$ cat src/rtl/dlc_pkg.sv
package dlc_pkg;
  localparam int CMD_W  = 8;
  localparam int SY_POS = 0;
  localparam int SD_POS = 1;
  localparam int BG_POS = 2;

  typedef struct packed {
    logic bg;
    logic sd;
    logic sy;
  } cmd_t;

  localparam cmd_t CMD_DEFAULT = '{bg: 1'b0, sd: 1'b0, sy: 1'b0};

  function automatic cmd_t decode_cmd(input logic [CMD_W-1:0] b);
    cmd_t c;
    c.sy = b[SY_POS];
    c.sd = b[SD_POS];
    c.bg = b[BG_POS];
    return c;
  endfunction
endpackage

$ cat src/rtl/dlc_cmd_reg.sv
module dlc_cmd_reg
  import dlc_pkg::*;
(
  input  logic             clk,
  input  logic             rst_n,
  input  logic             clear,
  input  logic             cmd_valid,
  input  logic [CMD_W-1:0] cmd_byte,
  input  logic             stop_pulse,
  output cmd_t             pend,
  output logic             sy_live,
  output logic             pwr_down
);
  // pend: latest command byte; sy_live / pwr_down: values committed at STOP
  always_ff @(posedge clk or negedge rst_n) begin
    if (!rst_n) begin
      pend     <= CMD_DEFAULT;
      sy_live  <= 1'b0;
      pwr_down <= 1'b0;
    end else if (clear) begin
      pend     <= CMD_DEFAULT;
      sy_live  <= 1'b0;
      pwr_down <= 1'b0;
    end else begin
      if (stop_pulse) begin
        sy_live  <= pend.sy;
        pwr_down <= pend.sd;
      end
      if (cmd_valid) pend <= decode_cmd(cmd_byte);
    end
  end
endmodule

$ cat src/rtl/dlc_latch.sv
module dlc_latch #(
  parameter int CODE_W = 10
) (
  input  logic              clk,
  input  logic              rst_n,
  input  logic              clear,
  input  logic              word_valid,
  input  logic [CODE_W-1:0] word_data,
  input  logic              load,
  input  logic              load_bg,
  output logic [CODE_W-1:0] in_reg,
  output logic [CODE_W-1:0] dac_code,
  output logic              ref_internal
);
  always_ff @(posedge clk or negedge rst_n) begin
    if (!rst_n) begin
      in_reg       <= '0;
      dac_code     <= '0;
      ref_internal <= 1'b0;
    end else if (clear) begin
      in_reg       <= '0;
      dac_code     <= '0;
      ref_internal <= 1'b0;
    end else begin
      if (load) begin
        dac_code     <= in_reg;
        ref_internal <= load_bg;
      end
      if (word_valid) in_reg <= word_data;
    end
  end
endmodule

$ cat src/rtl/dac_latch_ctrl.sv
module dac_latch_ctrl
  import dlc_pkg::*;
#(
  parameter int CODE_W = 10
) (
  input  logic              clk,
  input  logic              rst_n,
  input  logic              cmd_valid,
  input  logic [CMD_W-1:0]  cmd_byte,
  input  logic              word_valid,
  input  logic [CODE_W-1:0] word_data,
  input  logic              stop_pulse,
  input  logic              bcast_pulse,
  input  logic              bcast_update,
  output logic [CODE_W-1:0] dac_code,
  output logic              pwr_down,
  output logic              ref_internal
);
  cmd_t              pend;
  logic              sy_live;
  logic [CODE_W-1:0] in_reg;
  logic              clear;
  logic              stop_load;
  logic              sync_load;
  logic              load;

  assign clear     = bcast_pulse & ~bcast_update;
  assign stop_load = stop_pulse & ~pend.sy;
  assign sync_load = bcast_pulse & bcast_update & sy_live;
  assign load      = stop_load | sync_load;

  dlc_cmd_reg u_cmd (
    .clk        (clk),
    .rst_n      (rst_n),
    .clear      (clear),
    .cmd_valid  (cmd_valid),
    .cmd_byte   (cmd_byte),
    .stop_pulse (stop_pulse),
    .pend       (pend),
    .sy_live    (sy_live),
    .pwr_down   (pwr_down)
  );

  dlc_latch #(.CODE_W(CODE_W)) u_latch (
    .clk          (clk),
    .rst_n        (rst_n),
    .clear        (clear),
    .word_valid   (word_valid),
    .word_data    (word_data),
    .load         (load),
    .load_bg      (pend.bg),
    .in_reg       (in_reg),
    .dac_code     (dac_code),
    .ref_internal (ref_internal)
  );
endmodule

$ cat config.mk
export PLATFORM = sky130hd
export DESIGN_NAME = dac_latch_ctrl
export DESIGN_NICKNAME = d
export VERILOG_FILES = /design/src/rtl/dlc_pkg.sv /design/src/rtl/dlc_cmd_reg.sv /design/src/rtl/dlc_latch.sv /design/src/rtl/dac_latch_ctrl.sv
export SDC_FILE = /design/constraint.sdc
export NUM_CORES = 1
export LEC_CHECK = 0
export ABC_CLOCK_PERIOD_IN_PS = 1480
export BUFFER_PORTS_ARGS = -buffer_cell sky130_fd_sc_hd__buf_4
export CORE_MARGIN = 2
export CORE_UTILIZATION = 40
export CTS_BUF_LIST = sky130_fd_sc_hd__clkbuf_8
export CTS_CLUSTER_DIAMETER = 60
export DETAILED_ROUTE_END_ITERATION = 10
export GPL_ROUTABILITY_DRIVEN = 0
export PLACE_DENSITY = 0.68
export SYNTH_ARGS = -nofsm -noshare
export SYNTH_HDL_FRONTEND = slang
export SYNTH_SLANG_ARGS = --single-unit
$ cat constraint.sdc
create_clock -name clk -period 1.48 [get_ports clk]
set_clock_uncertainty 0.2 [all_clocks]
set_input_delay 0.222 -clock clk [delete_from_list [all_inputs] [get_ports clk]]
set_output_delay 0.222 -clock clk [all_outputs]
set_load 0.01 [all_outputs]
# Word level (Yosys, flattened, before mapping)
# Cells that the tools add are included.
dict set report word_totals {
  register_bits 26
  inputBits 25
  out_inout_bits 12
  word_cells 31
}
dict set report classes {
  mux 12
  n_bitwise 7
  n_reduce_logical 4
}
# op n
set ops {}
lappend ops {{$mux W10} 4}
lappend ops {{$reduce_bool A2 Y1} 4}
lappend ops {{$mux W1} 6}
lappend ops {{$mux W3} 2}
lappend ops {{$and A1 B1 Y1} 4}
lappend ops {{$not A1 Y1} 2}
lappend ops {{$or A1 B1 Y1} 1}

# Longest topological paths before layout
dict set report logic_depth {
  depth_word 5
  depth_mapped 4
  ltp_nobuf 3
}

# Cells and area by module
# From an unflattened synthesis, not the netlist that was laid out.
dict set report unflattened {
  hier_cells 86
  area_unflattened_um2 1058.5
}
# mod instances cells_per_inst area_per_inst_um2 seq_area_each_um2
set modules_own_cells {}
lappend modules_own_cells {dlc_latch 1 67 842.1 525.5}
lappend modules_own_cells {dlc_cmd_reg 1 15 193.9 125.1}
lappend modules_own_cells {dac_latch_ctrl 1 4 22.5 0.0}

# Worst setup path before layout
# OpenSTA, ideal clock, no wires.
dict set report synth_timing {
  path_type {register -> register}
  start {reg u_cmd.sy_live}
  end {reg u_latch.dac_code[1]}
  setup_time_ns 0.125
  arrival_ns 1.132
  required_ns 1.155
  slack_ns 0.023
  path_stages_with_launch 5
  path_buffers 1
  synth_period_minus_slack_ns 1.457
  path_cell_list {dfrtp_1 > nand2b_1 > a22o_1 > buf_6 > mux2_4}
}
dict set report synth_between {
  elab_chain_cells 3
}
# element line_no
set synth_lines {}
lappend synth_lines {{start, declared} dlc_cmd_reg.sv:11} ;# output logic sy_live,
lappend synth_lines {{start signal, assigned} dlc_cmd_reg.sv:26} ;# sy_live <= pend.sy;
lappend synth_lines {{$and A1 B1 Y1} dac_latch_ctrl.sv:29} ;# assign sync_load = bcast_pulse & bcast_update & sy_live;
lappend synth_lines {{$or A1 B1 Y1} dac_latch_ctrl.sv:30} ;# assign load = stop_load | sync_load;
lappend synth_lines {{$reduce_bool A2 Y1 (no line)} --}
lappend synth_lines {{end signal, assigned} dlc_latch.sv:26} ;# dac_code <= in_reg;
lappend synth_lines {{end, declared} dlc_latch.sv:12} ;# output logic [CODE_W-1:0] dac_code,
# No other way between the ends.
# A chain may end at the register's enable or synchronous reset.

# Worst setup path in the final report
dict set report layout_timing {
  start {reg u_cmd.sy_live}
  end {reg u_latch.dac_code[9]}
}
# Same word-level chain as after synthesis.

==> impl_metrics.py <==
metrics = {
    "outcome": {
        "outcome": "finished with violations",
        "violations": "hold timing, setup timing",
    },
    "clock_tree": {
        "numCtsBuffers": 3,
        "clk_pin_slew_ns": 0.09,
        "cts_buffer_depth": 2,
        "tritoncts": "built",
        "clock_latency_ns": 0.27,
        "clock_sinks": 26,
        "cts.htree.levels": 1,
        "root_buffer": "clkbuf_8",
    },
    "final_layout": {
        "fin_nets": 155,
        "drive_gt1_share_pct": 39.5,
        "fin_util_pct": 58.5,
        "syn2layout_area_growth_pct": 40.3,
        "n_antenna_cell": 0,
        "fill_cells": 228,
        "stdcell_count": 160,
    },
    "sta": {
        "worstMarginPinSlew_ns": 0.334,
        "tns_ns": -0.116,
        "max_freq_mhz": 667,
        "setup_violations": 10,
        "finalCriticalPeriod_ns": 1.50,
        "finalHoldViolCount": 1,
        "period_share_pct": 101,
        "whs_ns": -0.00180,
        "rsz0062_at_grt": "true",
        "drv_slew": 0,
        "relSlewSlack_pct": 77.7,
        "timing.final.ws_setup_ns": -0.0185,
    },
    "routing": {
        "via_count": 754,
        "routed_wl_um": 2100,
        "drtIter0Drc": 12,
        "wl_per_cell_um": 13.1,
        "avgViaCountPerCell": 4.71,
        "firstDrtPassIters": 4,
        "ant_nets": 0,
        "drc": 0,
    },
    "yosys": {
        "synth.largest_area_cell": "dfrtp_1",
        "syn_area_per_cell_um2": 13.3,
        "synth_cell_type_count": 13,
        "synth-seq-area-share_pct": 57.1,
        "ys_seq_elements": 26,
        "synth_area_leaders": "dfrtp_1 (57%), mux2_4 (13%), mux2i_1 (13%)",
        "ys_warn_count": 0,
        "synth.cell_area_um2": 1140,
        "synth.top_cell.area_share_pct": 57.1,
        "syn_nets": 111,
        "synthCells": 86,
    },
    "pwr": {
        "p_per_area_nw_per_um2": 1130,
        "power_mw": 1.81,
        "leakagePower_nw": 0.843,
        "vdd_drop_max_uv": 1130,
    },
    "global_routing": {
        "grtUsageTotal_pct": 14.1,
        "grt-ovfl-total": 0,
        "grt_pass1_vias": 796,
        "grt_pass1_wl_um": 3590,
        "antenna_found_initial": 0,
        "grt_start_max_net_pins": 27,
    },
    "floorplanning": {
        "rows": 19,
        "coreArea_um2": 2730,
        "io_pins": 37,
        "initial_core_util_pct": 41.7,
        "fp.dieH_um": 57.4,
        "dieWidth_um": 57.4,
        "die_area_um2": 3290,
    },
    "setup_path": {
        "path_max_fanout": 11,
        "crit_type": "flip-flop to flip-flop",
        "cp_data_required_time_ns": 1.44,
        "setup.worst_path.end_class": "flip-flop",
        "critPathLaunchType": "flip-flop",
        "reg2reg_from": "u_cmd.sy_live",
        "critPathLaunch": "u_cmd.sy_live",
        "worstPathArrival_ns": 1.46,
    },
    "placed_design": {
        "place_hpwl_um": 1450,
        "io_buffers": 31,
        "dp.cells": 147,
    },
    "job": {
        "drv_cap": 0,
    },
    "min_path": {
        "min_path_type": "primary input to flip-flop",
        "hp-start": "word_data[5]",
    },
}
==> layout by cell type, fill, tap and decap left out, types with 2 or more instances in the layout <==
master and n:
dfrtp_1 26, nor2_1 15, dlygate4sd3_1 8, mux2i_1 15
mux2_4 10, buf_4 33, nor2b_1 11, buf_12 2
clkbuf_8 3
==> final timing paths <==
path | endpoint | slack, ns | cells past startpoint
worst min-delay path | u_latch.in_reg[5] | -0.002 | 3
min in group asynchronous | u_latch.dac_code[3] | 0.18 | 2
worst max-delay path | u_latch.dac_code[9] | -0.02 | 4
max in group asynchronous | u_latch.in_reg[8] | 0.64 | 2
worst max register to register | u_latch.dac_code[9] | -0.02 | 4
worst min register to register | u_latch.dac_code[0] | 0.32 | 1
==> metrics by stage <==
step | setup WS, ns | area, um2
floorplan | 0.0228 | 1140
finish | -0.0185 | 1600
CTS | -0.0174 | 1590
detailed placement | -0.0233 | 1430
global route | -0.0381 | 1600
global placement | -0.00523 | 1430
==> layout make-up <==
class                           instances  area [um2]  share of cell area (%)
Timing Repair Buffer                   43         368                    23.0
Inverter                                1        3.75                   0.235
Sequential cell                        26         651                    40.7
Clock inverter                          1        30.0                    1.88
Clock buffer                            3        41.3                    2.58
Tap cell                               31        38.8                    2.43
Multi-Input combinational cell         55         467                    29.2
==> Yosys cell counts <==
cell and n:
dfrtp_1 26, inv_1 1, buf_2 2, mux2i_1 15, nor2b_1 11, mux2_4 10
nand2b_1 1, clkbuf_2 1, mux2_2 1, nor2_1 15, buf_6 1, a22o_1 1
and2b_1 1
==> cell families after synthesis <==
group                  count (synthesis)  share of synthesized area (%)
AOI/OAI and AO/OA                      1                          0.769
buffers and inverters                  5                           2.63
DFF                                   26                           57.1
muxes                                 26                           27.3
and+or+nand+nor                       28                           12.2
==> power breakdown <==
group	leakage, nW	switching (mW)	internal, mW
combinational	0.473	0.146	0.239
sequential	0.334	0.0434	0.793
clock	0.0357	0.227	0.362
total	0.843	0.416	1.39
==> per-layer routing <==
metal | part of all wire (%) | vias to the layer above | GRT usage (%) | routed length [um]
met1 | 46 | 358 | 18.6 | 974
li1 | - | 370 | - | -
met3 | 7.9 | 2 | 6.58 | 165
met4 | 0.43 | 0 | 2.99 | 9
met2 | 45 | 24 | 21.4 | 949
met5 | 0 | - | 0 | 0
==> repair_timing <==
item | CTS | global route
pin swaps | 1 | 0
resized for setup | 1 | 0
setup buffers | 0 | 1
hold endpoints to repair | 33 | 0
hold buffers | 8 | 0
setup endpoints to repair | 11 | 11
==> critical path, stage by stage, from the launching register on <==
cell and delay, ns:
dfrtp_1 0.39, nand2b_4 0.14, a22o_1 0.21, buf_12 0.16
mux2_4 0.29
(Power assumes the default switching activity.)
